$ cat src/rtl/lcd_link_pkg.sv
package lcd_link_pkg;

   typedef enum logic [2:0] {
      OP_CMD8  = 3'd0,
      OP_DAT8  = 3'd1,
      OP_CMD16 = 3'd2,
      OP_DAT16 = 3'd3,
      OP_PIXEL = 3'd4,
      OP_FILL  = 3'd5
   } lcd_op_e;

   typedef enum logic [1:0] {
      PR_HOLD,
      PR_PULSE,
      PR_SETTLE,
      PR_READY
   } por_state_e;

   function automatic logic op_known(input logic [2:0] op);
      return op <= 3'd5;
   endfunction

   function automatic logic op_is_cmd(input logic [2:0] op);
      return (op == OP_CMD8) || (op == OP_CMD16);
   endfunction

   function automatic logic op_is_wide(input logic [2:0] op);
      return (op == OP_CMD16) || (op == OP_DAT16) ||
             (op == OP_PIXEL) || (op == OP_FILL);
   endfunction

endpackage

$ cat src/rtl/lcd_link_por.sv
module lcd_link_por
   import lcd_link_pkg::*;
#(
   parameter int T_WAIT  = 1500000,
   parameter int T_PULSE = 5000
) (
   input  logic clk,
   input  logic rst_n,
   output logic rst_out_n,
   output logic cs_force_low,
   output logic ready
);
   localparam int MAXT = (T_WAIT > T_PULSE) ? T_WAIT : T_PULSE;
   localparam int CW   = $clog2(MAXT + 1);
   localparam logic [CW-1:0] WAIT_LAST  = CW'(T_WAIT - 1);
   localparam logic [CW-1:0] PULSE_LAST = CW'(T_PULSE - 1);

   if (T_WAIT < 1) begin : g_bad_wait
      $error("T_WAIT must be at least 1");
   end
   if (T_PULSE < 1) begin : g_bad_pulse
      $error("T_PULSE must be at least 1");
   end

   por_state_e      st;
   logic [CW-1:0]   cnt;

   always_ff @(posedge clk or negedge rst_n) begin
      if (!rst_n) begin
         st  <= PR_HOLD;
         cnt <= '0;
      end else begin
         unique case (st)
            PR_HOLD: begin
               if (cnt == WAIT_LAST) begin
                  cnt <= '0;
                  st  <= PR_PULSE;
               end else begin
                  cnt <= cnt + 1'b1;
               end
            end
            PR_PULSE: begin
               if (cnt == PULSE_LAST) begin
                  cnt <= '0;
                  st  <= PR_SETTLE;
               end else begin
                  cnt <= cnt + 1'b1;
               end
            end
            PR_SETTLE: begin
               if (cnt == WAIT_LAST) begin
                  cnt <= '0;
                  st  <= PR_READY;
               end else begin
                  cnt <= cnt + 1'b1;
               end
            end
            default: begin
               cnt <= '0;
               st  <= PR_READY;
            end
         endcase
      end
   end

   assign rst_out_n    = (st != PR_PULSE);
   assign cs_force_low = (st == PR_PULSE);
   assign ready        = (st == PR_READY);

   // once the sequence completes it never restarts without a block reset
   p_ready_sticky_r2: assert property (@(posedge clk) disable iff (!rst_n)
      ready |=> ready);

endmodule

$ cat src/rtl/lcd_link_shift.sv
module lcd_link_shift #(
   parameter int HALF_DIV = 1
) (
   input  logic       clk,
   input  logic       rst_n,
   input  logic       start,
   input  logic [7:0] din,
   output logic       sclk,
   output logic       mosi,
   output logic       active,
   output logic       byte_done
);
   localparam int DIV_W = (HALF_DIV > 1) ? $clog2(HALF_DIV) : 1;
   localparam int RUN_W = $clog2(HALF_DIV + 2);

   if (HALF_DIV < 1) begin : g_bad_div
      $error("HALF_DIV must be at least 1");
   end

   logic       tick;
   logic [7:0] shreg;
   logic [2:0] bitcnt;
   logic       load;

   assign load = start && !active;

   if (HALF_DIV == 1) begin : g_nodiv
      assign tick = 1'b1;
   end else begin : g_div
      localparam logic [DIV_W-1:0] DIV_LAST = DIV_W'(HALF_DIV - 1);
      logic [DIV_W-1:0] divcnt;
      always_ff @(posedge clk or negedge rst_n) begin
         if (!rst_n) begin
            divcnt <= '0;
         end else if (load || !active) begin
            divcnt <= '0;
         end else if (divcnt == DIV_LAST) begin
            divcnt <= '0;
         end else begin
            divcnt <= divcnt + 1'b1;
         end
      end
      assign tick = (divcnt == DIV_LAST);
   end

   always_ff @(posedge clk or negedge rst_n) begin
      if (!rst_n) begin
         sclk      <= 1'b0;
         active    <= 1'b0;
         shreg     <= '0;
         bitcnt    <= '0;
         byte_done <= 1'b0;
      end else begin
         byte_done <= 1'b0;
         if (load) begin
            shreg  <= din;
            bitcnt <= '0;
            active <= 1'b1;
            sclk   <= 1'b0;
         end else if (active && tick) begin
            if (!sclk) begin
               sclk <= 1'b1;
            end else begin
               sclk <= 1'b0;
               if (bitcnt == 3'd7) begin
                  active    <= 1'b0;
                  byte_done <= 1'b1;
               end else begin
                  bitcnt <= bitcnt + 1'b1;
                  shreg  <= {shreg[6:0], 1'b0};
               end
            end
         end
      end
   end

   assign mosi = active & shreg[7];

   // length of the current high phase, for the phase-width check
   logic [RUN_W-1:0] hi_run;
   always_ff @(posedge clk or negedge rst_n) begin
      if (!rst_n)      hi_run <= '0;
      else if (sclk)   hi_run <= hi_run + 1'b1;
      else             hi_run <= '0;
   end

   p_high_len_r9: assert property (@(posedge clk) disable iff (!rst_n)
      $fell(sclk) |-> (int'(hi_run) == HALF_DIV));

   p_high_bound_r9: assert property (@(posedge clk) disable iff (!rst_n)
      int'(hi_run) <= HALF_DIV);

   p_mosi_hold_r3: assert property (@(posedge clk) disable iff (!rst_n)
      (sclk && $past(sclk)) |-> $stable(mosi));

endmodule

$ cat src/rtl/lcd_link_seq.sv
module lcd_link_seq
   import lcd_link_pkg::*;
#(
   parameter int CNT_W = 16
) (
   input  logic             clk,
   input  logic             rst_n,
   input  logic             ready,
   input  logic             req_valid,
   input  logic [2:0]       req_op,
   input  logic [15:0]      req_data,
   input  logic [CNT_W-1:0] req_count,
   input  logic             byte_done,
   output logic             start,
   output logic [7:0]       byte_out,
   output logic             cs_n,
   output logic             dc,
   output logic             run,
   output logic             done
);
   localparam logic [CNT_W-1:0] ONE = CNT_W'(1);

   if (CNT_W < 1) begin : g_bad_cnt
      $error("CNT_W must be at least 1");
   end

   logic [15:0]      word;
   logic             wide;
   logic             on_hi;
   logic [CNT_W-1:0] reps;
   logic             take;
   logic             empty_fill;

   assign take       = ready && !run && !done && req_valid && op_known(req_op);
   assign empty_fill = (req_op == OP_FILL) && (req_count == '0);

   always_ff @(posedge clk or negedge rst_n) begin
      if (!rst_n) begin
         word     <= '0;
         wide     <= 1'b0;
         on_hi    <= 1'b0;
         reps     <= '0;
         start    <= 1'b0;
         byte_out <= '0;
         cs_n     <= 1'b1;
         dc       <= 1'b1;
         run      <= 1'b0;
         done     <= 1'b0;
      end else begin
         start <= 1'b0;
         done  <= 1'b0;
         if (take) begin
            if (empty_fill) begin
               done <= 1'b1;
            end else begin
               run      <= 1'b1;
               cs_n     <= 1'b0;
               dc       <= !op_is_cmd(req_op);
               word     <= req_data;
               wide     <= op_is_wide(req_op);
               on_hi    <= op_is_wide(req_op);
               reps     <= (req_op == OP_FILL) ? req_count : ONE;
               byte_out <= op_is_wide(req_op) ? req_data[15:8] : req_data[7:0];
               start    <= 1'b1;
            end
         end else if (run && byte_done) begin
            if (on_hi) begin
               byte_out <= word[7:0];
               on_hi    <= 1'b0;
               start    <= 1'b1;
            end else if (reps != ONE) begin
               reps     <= reps - 1'b1;
               byte_out <= wide ? word[15:8] : word[7:0];
               on_hi    <= wide;
               start    <= 1'b1;
            end else begin
               run  <= 1'b0;
               cs_n <= 1'b1;
               dc   <= 1'b1;
               done <= 1'b1;
            end
         end
      end
   end

   p_dc_steady_r4: assert property (@(posedge clk) disable iff (!rst_n)
      (!cs_n && $past(!cs_n)) |-> $stable(dc));

   p_done_single_r8: assert property (@(posedge clk) disable iff (!rst_n)
      done |=> !done);

   p_empty_fill_r7: assert property (@(posedge clk) disable iff (!rst_n)
      (ready && !run && !done && req_valid && req_op == OP_FILL && req_count == '0)
         |=> (done && cs_n && !run));

   p_unknown_op_r11: assert property (@(posedge clk) disable iff (!rst_n)
      (!run && req_valid && !op_known(req_op)) |=> (!run && !done));

endmodule

$ cat src/rtl/lcd_link_tx.sv
module lcd_link_tx
   import lcd_link_pkg::*;
#(
   parameter int HALF_DIV = 5,
   parameter int CNT_W    = 17,
   parameter int T_WAIT   = 1500000,
   parameter int T_PULSE  = 5000
) (
   input  logic             clk,
   input  logic             rst_n,
   input  logic             req_valid,
   input  logic [2:0]       req_op,
   input  logic [15:0]      req_data,
   input  logic [CNT_W-1:0] req_count,
   output logic             busy,
   output logic             done,
   output logic             lcd_sclk,
   output logic             lcd_mosi,
   output logic             lcd_cs_n,
   output logic             lcd_dc,
   output logic             lcd_rst_n
);
   logic       por_ready;
   logic       por_cs_low;
   logic       seq_start;
   logic [7:0] seq_byte;
   logic       seq_cs_n;
   logic       seq_run;
   logic       sh_active;
   logic       sh_done;

   lcd_link_por #(.T_WAIT(T_WAIT), .T_PULSE(T_PULSE)) u_por (
      .clk          (clk),
      .rst_n        (rst_n),
      .rst_out_n    (lcd_rst_n),
      .cs_force_low (por_cs_low),
      .ready        (por_ready)
   );

   lcd_link_seq #(.CNT_W(CNT_W)) u_seq (
      .clk       (clk),
      .rst_n     (rst_n),
      .ready     (por_ready),
      .req_valid (req_valid),
      .req_op    (req_op),
      .req_data  (req_data),
      .req_count (req_count),
      .byte_done (sh_done),
      .start     (seq_start),
      .byte_out  (seq_byte),
      .cs_n      (seq_cs_n),
      .dc        (lcd_dc),
      .run       (seq_run),
      .done      (done)
   );

   lcd_link_shift #(.HALF_DIV(HALF_DIV)) u_shift (
      .clk       (clk),
      .rst_n     (rst_n),
      .start     (seq_start),
      .din       (seq_byte),
      .sclk      (lcd_sclk),
      .mosi      (lcd_mosi),
      .active    (sh_active),
      .byte_done (sh_done)
   );

   assign lcd_cs_n = seq_cs_n & ~por_cs_low;
   assign busy     = ~por_ready | seq_run;

   p_pulse_pins_r2: assert property (@(posedge clk) disable iff (!rst_n)
      !lcd_rst_n |-> (!lcd_cs_n && lcd_dc && busy));

   p_sclk_in_window_r10: assert property (@(posedge clk) disable iff (!rst_n)
      lcd_sclk |-> !lcd_cs_n);

   p_cs_release_r10: assert property (@(posedge clk) disable iff (!rst_n)
      $rose(lcd_cs_n) |-> (!lcd_sclk && $past(!lcd_sclk)));

   p_shift_owned_r8: assert property (@(posedge clk) disable iff (!rst_n)
      sh_active |-> seq_run);

endmodule

$ cat config.mk
export PLATFORM = sky130hd
export DESIGN_NAME = lcd_link_tx
export DESIGN_NICKNAME = d
export VERILOG_FILES = /design/src/rtl/lcd_link_pkg.sv /design/src/rtl/lcd_link_por.sv /design/src/rtl/lcd_link_shift.sv /design/src/rtl/lcd_link_seq.sv /design/src/rtl/lcd_link_tx.sv
export SDC_FILE = /design/constraint.sdc
export NUM_CORES = 1
export LEC_CHECK = 0
export BUFFER_PORTS_ARGS = -buffer_cell sky130_fd_sc_hd__buf_2
export CORE_MARGIN = 10
export CORE_UTILIZATION = 46
export DETAILED_ROUTE_END_ITERATION = 7
export GPL_TIMING_DRIVEN = 0
export PLACE_DENSITY = 0.7
export SYNTH_ARGS = -nofsm -noshare
export SYNTH_HDL_FRONTEND = slang
export SYNTH_SLANG_ARGS = --single-unit
$ cat constraint.sdc
create_clock -name clk -period 2.7 [get_ports clk]
set_input_delay 0 -clock clk [delete_from_list [all_inputs] [get_ports clk]]
set_output_delay 0 -clock clk [all_outputs]
set_load 0.01 [all_outputs]
==> impl_metrics.tcl, run 1 <==
set metrics [dict create \
    worst_setup_path_start_kind "flop" \
    place_area_um2 5030 \
    hold_viol 0 \
    clock_latency_ns 0.36 \
    cp_slowest_cell "nor4_2" \
    areaGrowthSynthToFinish_pct 20.6 \
    crit_chain "nor4_2 > nand4_1 > nand2_1 > buf_2 > nand2_1 > o21ai_0" \
    p_leak_uw 0.00236 \
    cp_max_fo 10 \
    die_area_um2 14400 \
    path_clk_slew_ns 0.08 \
    syn-mean-instance-area_um2 10.5 \
    synth_area_leaders "dfrtp_1 (47%), mux2_2 (5.9%), mux2i_1 (4.1%)" \
    ys_types 62 \
    period_share_pct 85.5 \
    ys_seq_elements 88 \
    pin_count 46 \
    drc_errors 0 \
    die_w_um 120 \
    first_pass_iters 7 \
    min_period_ns 2.31 \
    wire_per_inst_um 16.7 \
    cts-root-buf "clkbuf_8" \
    start_util_pct 47.2 \
    required_ns 2.97 \
    fillCellCount 856 \
    critPathMaxStageDelay_ns 0.57 \
    criticalPathCategory "flop to flop" \
    clockPowerShare_pct 37.7 \
    status "finished clean" \
    fmaxAchievable_ghz 0.433 \
    antenna_found_initial 0 \
    die_h_um 120 \
    yosysTopAreaCell "dfrtp_1" \
    cts_buffers 9 \
    fin_skew_ns 0.0111 \
    netlist_area_um2 4610 \
    comb_power_share_pct 8.4 \
    cts_tree "yes" \
    path_common_cell "nand2_1" \
    postSynthCellCount 441 \
    grt_setup_unrepaired "false" \
    cap_violations 0 \
    p_sw_uw 581 \
    yosys.area.top_type_share_pct 46.7 \
    post-route-cell-area_um2 5560 \
    drive_above_1_share_pct 19.9 \
    setup_viol 0 \
    whs_ns 0.0372 \
    synth_edf_count 0 \
    coreArea_um2 9770 \
    vdd_drop_max_uv 383 \
    report.final.slew_viol_count 0 \
    grt.total_usage_pct 15.8 \
    relSlewSlack_pct 44.9 \
    drt-total-wl_um 11200 \
    clock_sinks 88 \
    clock_path_buffers 2 \
    ys_seq_area_share_pct 47.8 \
    yosys_warnings 0 \
    cp-end-kind "flop" \
    r2r_slack_ns 0.39 \
    arrival_ns 2.58 \
    power_switching_share_pct 22.6 \
    syn_nets 487 \
    finalSetupTns_ns 0 \
    hpwl_um 7860 \
    p_int_uw 1980 \
    drtAntennaViolNets 0 \
    seq_power_share_pct 53.9 \
    worst_pin_slew_ns 0.820 \
    htreeDepth 3 \
    grt-ovfl-total 0 \
    grt_pass1_vias 3921 \
    hold_class "primary input to flop" \
    power_density_nw_per_um2 461 \
    yosys_most_used_dff "dfrtp_1" \
    async_flop_share_pct 100 \
    fin_nets 576 \
    grt_max_degree 49 \
    vias_per_cell 5.60 \
    port_buffers 44 \
    num_vias 3738 \
    grt_pass1_wl_um 19000 \
    num_rows 36 \
    place_congestion 0.884 \
    n_antenna_cell 0 \
    post-route-util_pct 56.9 \
    postCtsSetupBuffers 0 \
    initialDrtViolationCount 424 \
]
cells by family after synthesis:
logic type / Yosys count / synth area share (%)
adders and majority gates: 7 / 1.90
and+or+nand+nor: 158 / 18.3
DFF: 88 / 47.8
muxes: 44 / 10.2
xor gates and xnor gates: 22 / 4.18
buffers and inverters: 32 / 3.15
AOI/OAI and AO/OA: 90 / 14.4
final cells by class:
class | count | area, um^2 | share of cell area [%]
plain buffers | 18 | 92.6 | 1.67
flip-flops and latches | 88 | 2200 | 39.6
clock buffers | 12 | 135 | 2.43
inverters | 14 | 52.6 | 0.945
well taps | 133 | 166 | 2.99
clock inverters | 3 | 68.8 | 1.24
multi-input cells | 321 | 2260 | 40.6
repair buffers | 78 | 581 | 10.4
worst paths after layout:
check,to,startpoint,cells past startpoint
min in group asynchronous,u_por.cnt[3],rst_n,2
worst max-delay path,u_seq.reps[0],u_seq.reps[11],6
worst max register to register,u_seq.reps[0],u_seq.reps[11],6
worst min register to register,u_seq.cs_n,u_seq.cs_n,2
worst min-delay path,u_seq.reps[6],req_count[6],3
max in group asynchronous,u_seq.cs_n,rst_n,3
registers in the layout, summed over array words and instances (netlist names):
name                  cells
u_shift.active            1
u_seq.byte_out            8
u_por.st                  2
u_shift.shreg             8
u_seq.done                1
u_seq.dc                  1
u_seq.wide                1
u_seq.word               16
u_seq.cs_n                1
u_shift.sclk              1
u_shift.g_div.divcnt      3
u_shift.bitcnt            3
u_seq.reps               17
u_seq.run                 1
u_por.cnt                21
u_seq.start               1
u_seq.on_hi               1
u_shift.byte_done         1
per-layer routing:
layer	share of wire (%)	routed length (um)	track usage [%]	vias up
li1	-	-	-	1782
met1	44	4970	20.4	1813
met2	49	5420	25.3	123
met3	5.1	572	3.70	20
met4	1.8	205	5.73	0
met5	0	0	0	-
cell usage in the layout, fill, tap and decap left out, types with 7 or more instances in the layout:
master	count
inv_1	14
a22oi_1	7
clkbuf_1	8
clkbuf_8	9
a21oi_1	21
dlygate4sd3_1	33
xnor2_1	14
dfrtp_1	86
nor2b_1	12
a211oi_1	8
nand4_1	10
mux2_2	24
buf_2	50
mux2i_1	19
ha_1	7
nand3_1	11
o21ai_0	15
nor4_1	13
xor2_1	8
nor2_1	44
nand2_1	30
nor3_1	7
through the flow:
stage / setup slack [ns] / power (uW) / instances
finish: 0.391 / 2560 / 667
detailed placement: 0.455 / 1590 / 619
global route: 0.218 / 2660 / 667
CTS: 0.440 / 2580 / 667
global placement: 0.536 / 1570 / 618
floorplan: 0.786 / 1490 / 441
cells in the mapped netlist, drive strengths merged (3+ instances only):
library cell	count
nand2	30
a211oi	9
ha	7
a32o	3
mux2i	19
nor4b	4
and3	4
o21ai	17
or3	4
nor4	14
o22ai	3
o2bb2ai	5
nor3	7
nand4	10
nand2b	6
a32oi	4
dfrtp	86
a22oi	7
xnor2	14
clkbuf	6
inv	14
buf	12
a21oi	21
o211ai	3
nor2b	12
xor2	8
mux2	25
nand3	11
and2	3
nor2	45
power groups by stage:
| stage | clock network (uW) | registers (uW) | logic [uW] |
|---|---|---|---|
| after global placement | 0 | 1400 | 168 |
| after detailed placement | 0 | 1410 | 179 |
| after floorplan | 0 | 1400 | 87.9 |
| final | 967 | 1380 | 215 |
| after global routing | 1040 | 1390 | 238 |
| after CTS | 987 | 1380 | 216 |
timing repair:
action                                  CTS  global route
hold endpoints to repair                 72             0
hold buffers                             33             0
endpoints found under the setup margin    0             0
resized for setup                         0             0
worst max-delay path: cells and delay by family, from the launching register on:
kind | cells | cell delay, ns
flip-flops | 1 | 0.45
AND/OR/NAND/NOR | 4 | 1.30
AO/OA/AOI/OAI | 1 | 0.19
buffers and inverters | 1 | 0.28
No activity file was read; power rests on OpenSTA's default activity.
==> run 2: changes to the inputs <==
- BUFFER_PORTS_ARGS: -buffer_cell sky130_fd_sc_hd__buf_2 -> unset
- DONT_BUFFER_PORTS: unset -> 1
- PLACE_DENSITY: 0.7 -> 0.66
- SETUP_SLACK_MARGIN: unset -> 0.4
==> run 2 against run 1 <==
Against the previous run:
- worst hold slack got worse by 0.012 ns
- wire length decreased by 1.2%
- power hardly changed
- flip-flop and latch count unchanged
- die area is the same
- largest cell class unchanged
- largest power group unchanged
- highest routed layer unchanged
==> impl_metrics.tcl, run 2 (synthesis gave the netlist of run 1 again) <==
set metrics [dict create \
    vdd_drop_max_uv 298 \
    coreArea_um2 9770 \
    power_switching_share_pct 23.2 \
    status "finished clean" \
    grt_pass1_wl_um 18800 \
    clock_latency_ns 0.37 \
    grt_max_degree 89 \
    cp-end-kind "flop" \
    vias_per_cell 5.73 \
    path_clk_slew_ns 0.09 \
    hold_class "primary input to flop" \
    clock_path_buffers 2 \
    largest-register "u_por.cnt" \
    place_congestion 0.850 \
    pin_count 46 \
    cap_violations 0 \
    grtUsageMet2_pct 25.8 \
    finalSetupTns_ns 0 \
    wire_per_inst_um 17.6 \
    placedCellCount 574 \
    criticalPathCategory "flop to flop" \
    grt_pass1_vias 3673 \
    reg_top3 "u_por.cnt: 21 flops, u_seq.reps: 17 flops, u_seq.word: 16 flops" \
    cts-root-buf "clkbuf_8" \
    num_rows 36 \
    clockPowerShare_pct 38.9 \
    die_w_um 120 \
    postCtsSetupBuffers 0 \
    fin_skew_ns 0.0120 \
    drc_errors 0 \
    n_antenna_cell 0 \
    areaGrowthSynthToFinish_pct 16.8 \
    num_vias 3586 \
    cts_tree "yes" \
    hold_viol 0 \
    final_common_cell "dfrtp_1" \
    worst_setup_path_start_kind "flop" \
    met3_usage_pct 4.45 \
    fmaxAchievable_ghz 0.450 \
    comb_power_share_pct 7.1 \
    required_ns 2.96 \
    drtAntennaViolNets 0 \
    arrival_ns 2.48 \
    period_share_pct 82.3 \
    p_leak_uw 0.00221 \
    drt-total-wl_um 11000 \
    die_h_um 120 \
    cp_max_fo 10 \
    initialDrtViolationCount 265 \
    grt-ovfl-total 0 \
    drive_above_1_share_pct 13.4 \
    first_pass_iters 4 \
    relSlewSlack_pct 43.2 \
    setup_viol 0 \
    p_int_uw 1970 \
    fin_nets 534 \
    die_area_um2 14400 \
    hpwl_um 7530 \
    clock_sinks 88 \
    min_period_ns 2.22 \
    report.final.slew_viol_count 0 \
    largest_register_ffs 21 \
    use_met1_pct 19.7 \
    power_density_nw_per_um2 476 \
    start_util_pct 47.2 \
    p_sw_uw 594 \
    fin_cells 626 \
    grt.total_usage_pct 15.7 \
    seq_power_share_pct 54.0 \
    grt_setup_unrepaired "true" \
    grt-busiest-layer "met2" \
    post-route-util_pct 55.1 \
    mostFrequentLayoutCells "dfrtp_1 (86), nor2_1 (44), dlygate4sd3_1 (35)" \
    htreeDepth 3 \
    antenna_found_initial 0 \
    port_buffers 0 \
    cts_buffers 9 \
    worst_pin_slew_ns 0.846 \
]
run 2: layout make-up:
type / count / area, um^2
fill: 884 / 4390
multi-input combinational: 321 / 2280
sequential: 88 / 2200
timing repair buffer: 36 / 378
tap: 133 / 166
clock buffer: 11 / 131
buffer: 18 / 92.6
clock inverter: 5 / 81.3
inverter: 14 / 52.6
run 2: what timing repair did:
action | in CTS | in global routing
hold buffers | 36 | 0
setup endpoints to repair | 0 | 15
endpoints found under the hold margin | 126 | 0
gates resized for setup | 0 | 3
run 2: critical path, cell delays in order (launching register included):
cell and delay, ns:
dfrtp_1 0.40, nand2b_1 0.30, a211o_1 0.14, buf_2 0.25, buf_1 0.51, a21oi_1 0.21
mux2_2 0.30
run 2: worst paths after layout:
path,cells past startpoint,startpoint,slack [ns],endpoint
worst min-delay path,3,req_data[0],0.02,u_seq.byte_out[0]
worst max register to register,6,u_seq.done,0.48,u_seq.byte_out[6]
worst min register to register,2,u_seq.wide,0.48,u_seq.wide
worst max-delay path,6,u_seq.done,0.48,u_seq.byte_out[6]
min in group asynchronous,2,rst_n,0.20,u_por.cnt[5]
max in group asynchronous,2,rst_n,2.12,u_seq.cs_n
run 2: power by group through the flow:
stage / combinational [uW] / sequential [uW] / clock, uW
after floorplan: 87.9 / 1400 / 0
after global placement: 105 / 1410 / 0
after detailed placement: 107 / 1410 / 0
after CTS: 184 / 1380 / 1020
after global routing: 202 / 1390 / 1060
final: 182 / 1380 / 998
run 2: per-layer routing:
layer | routed length, um | vias to the layer above | part of all wire, %
met5 | 0 | - | 0
met4 | 148 | 0 | 1.3
met3 | 619 | 18 | 5.6
met2 | 5280 | 99 | 48
met1 | 4980 | 1762 | 45
li1 | - | 1707 | -
run 2: stage by stage:
step	instance area, um^2	power, uW	worst slack [ns]	hold slack, ns
final	5380	2560	0.477	0.0248
after global routing	5380	2650	0.399	0.0560
after floorplan	4610	1490	0.786	-0.296
after CTS	5370	2580	0.500	0.0116
after global placement	4780	1510	0.515	-0.292
after detailed placement	4780	1510	0.503	-0.293
==> run 3: changes to the inputs <==
- PLACE_DENSITY: 0.66 -> 0.68
- clock period: 2.7 -> 1.95 ns (I/O delays scaled with it)
==> run 3 against run 2 <==
Against the previous run:
- the flow now finishes with violations (hold timing, setup timing)
- combinational power increased by 47%
- core utilization is 12 points higher
- flip-flop and latch count unchanged
- power up 31%
- critical endpoint is now u_seq.reps[9]
- count of clock-buffer cells in the layout rose by 1
- largest cell class unchanged
- worst hold slack got worse by 0.71 ns
- clock power rose by 17%
- via count grew 10%
==> impl_metrics.tcl, run 3 (synthesis gave the netlist of run 1 again) <==
set metrics [dict create \
    required_ns 2.20 \
    drc_errors 0 \
    grt_setup_unrepaired "true" \
    grt_max_degree 89 \
    drtAntennaViolNets 0 \
    hold_class "primary input to async pin" \
    grt_pass1_wl_um 21100 \
    power_density_nw_per_um2 515 \
    grt_pass1_vias 4129 \
    drive_above_1_share_pct 37.1 \
    power_switching_share_pct 24.6 \
    coreArea_um2 9770 \
    cp_max_fo 6 \
    pin_count 46 \
    drt-met1-wl_um 5660 \
    hpwl_um 7670 \
    report.final.slew_viol_count 0 \
    p_int_uw 2540 \
    final_common_cell "dfrtp_1" \
    port_buffers 0 \
    grt-ovfl-total 0 \
    status "finished, violations left" \
    vias_per_cell 5.84 \
    fin_nets 585 \
    die_area_um2 14400 \
    r2r_start "u_seq.reps[2]" \
    worst_setup_path_start_kind "flop" \
    worst_pin_slew_ns 0.901 \
    cts_tree "yes" \
    crit_start "u_seq.reps[2]" \
    wl_met2_um 6700 \
    cts_buffers 9 \
    num_vias 3951 \
    setup_viol 5 \
    htreeDepth 3 \
    final-seq-area_um2 2210 \
    setup_ws_ns -0.0804 \
    hold_viol 88 \
    vdd_drop_max_uv 373 \
    areaGrowthSynthToFinish_pct 41.8 \
    fmaxAchievable_ghz 0.493 \
    p_leak_uw 0.00270 \
    largest_register_ffs 21 \
    whs_ns -0.683 \
    clock_sinks 88 \
    fillCellCount 707 \
    p_sw_uw 827 \
    start_util_pct 47.2 \
    antenna_found_initial 1 \
    grt.total_usage_pct 17.8 \
    multi_input_area_um2 2920 \
    die_w_um 120 \
    r2r_cells 5 \
    period_share_pct 104 \
    seq_power_share_pct 57.1 \
    cts-root-buf "clkbuf_8" \
    wl_met3_um 712 \
    mostFrequentLayoutCells "dfrtp_1 (82), buf_4 (34), dlygate4sd3_1 (34)" \
    clock_latency_ns 0.36 \
    cap_violations 0 \
    comb_power_share_pct 8.0 \
    wire_per_inst_um 19.7 \
    clock_path_buffers 2 \
    r2r_slack_ns -0.08 \
    fin_skew_ns 0.0171 \
    clockPowerShare_pct 34.9 \
    path_clk_slew_ns 0.09 \
    num_rows 36 \
    initialDrtViolationCount 379 \
    arrival_ns 2.28 \
    cp-end-kind "flop" \
    first_pass_iters 5 \
    violations "hold timing, setup timing" \
    largest-register "u_por.cnt" \
    n_antenna_cell 0 \
    post-place-ws_ns -0.201 \
    criticalPathCategory "flop to flop" \
    r2r-end "u_seq.reps[9]" \
    place_congestion 0.836 \
    min_period_ns 2.03 \
    die_h_um 120 \
    reg_top3 "u_por.cnt: 21 flops, u_seq.reps: 17 flops, u_seq.word: 16 flops" \
    drt-total-wl_um 13300 \
    relSlewSlack_pct 39.5 \
    top_layer "met5" \
]
run 3: cell count changes in the layout (fill, tap and decap cells not counted), sizes merged:
cell,delta
o21ai,+2
buf,+49
clkbuf,+2
bufinv,-2
dlygate4sd3,-1
inv,+1
run 3: metal layers:
| metal | track usage [%] | vias up |
|---|---|---|
| met1 | 22.4 | 1987 |
| met4 | 5.73 | 2 |
| li1 | - | 1805 |
| met5 | 0 | - |
| met2 | 29.2 | 131 |
| met3 | 4.55 | 26 |
run 3: metrics by stage:
step	std cells	cell area, um^2	TNS [ns]	util [%]	power, uW
final	677	6540	-0.204	66.9	3360
after global routing	677	6540	-1.05	66.9	3490
after CTS	664	6180	-0.113	63.2	3370
after detailed placement	574	4900	-1.72	50.2	2100
after global placement	574	4900	-1.47	50.2	2100
after floorplan	441	4740	0	-	2070
run 3: worst max-delay path, stage by stage (launching register included):
cell	delay [ns]
dfrtp_1	0.48
nor3_2	0.47
nor3b_4	0.36
nand2b_1	0.08
a32o_1	0.26
a221o_1	0.27
run 3: what timing repair did:
action,4_1_cts,5_1_grt
hold endpoints to repair,125,89
resized for setup,112,63
buffers inserted,36,11
pin swaps,26,15
endpoints found under the setup margin,82,82
cloned,5,1
hold buffers,33,1
run 3: power groups by stage:
stage | Clock [uW] | Sequential [uW] | Combinational, uW
after floorplan | 0 | 1940 | 126
after detailed placement | 0 | 1950 | 154
final | 1170 | 1920 | 267
after global placement | 0 | 1950 | 149
after CTS | 1200 | 1920 | 255
after global routing | 1270 | 1930 | 287
run 3: worst max-delay path by stage:
stage	end	slack (ns)	cells after the start
floorplan	u_seq.reps[9]	0.04	6
global placement	u_seq.reps[9]	-0.17	5
detailed placement	u_seq.reps[9]	-0.20	5
CTS	u_seq.reps[9]	-0.06	6
global route	u_seq.reps[11]	-0.16	6
finish	u_seq.reps[9]	-0.08	5
run 3: final cells by class:
type | count | share of cell area, %
tap | 133 | 2.55
buffer | 18 | 3.04
sequential | 88 | 33.8
timing repair buffer | 85 | 12.5
clock inverter | 4 | 0.459
inverter | 14 | 0.804
multi-input combinational | 323 | 44.6
clock buffer | 12 | 2.22
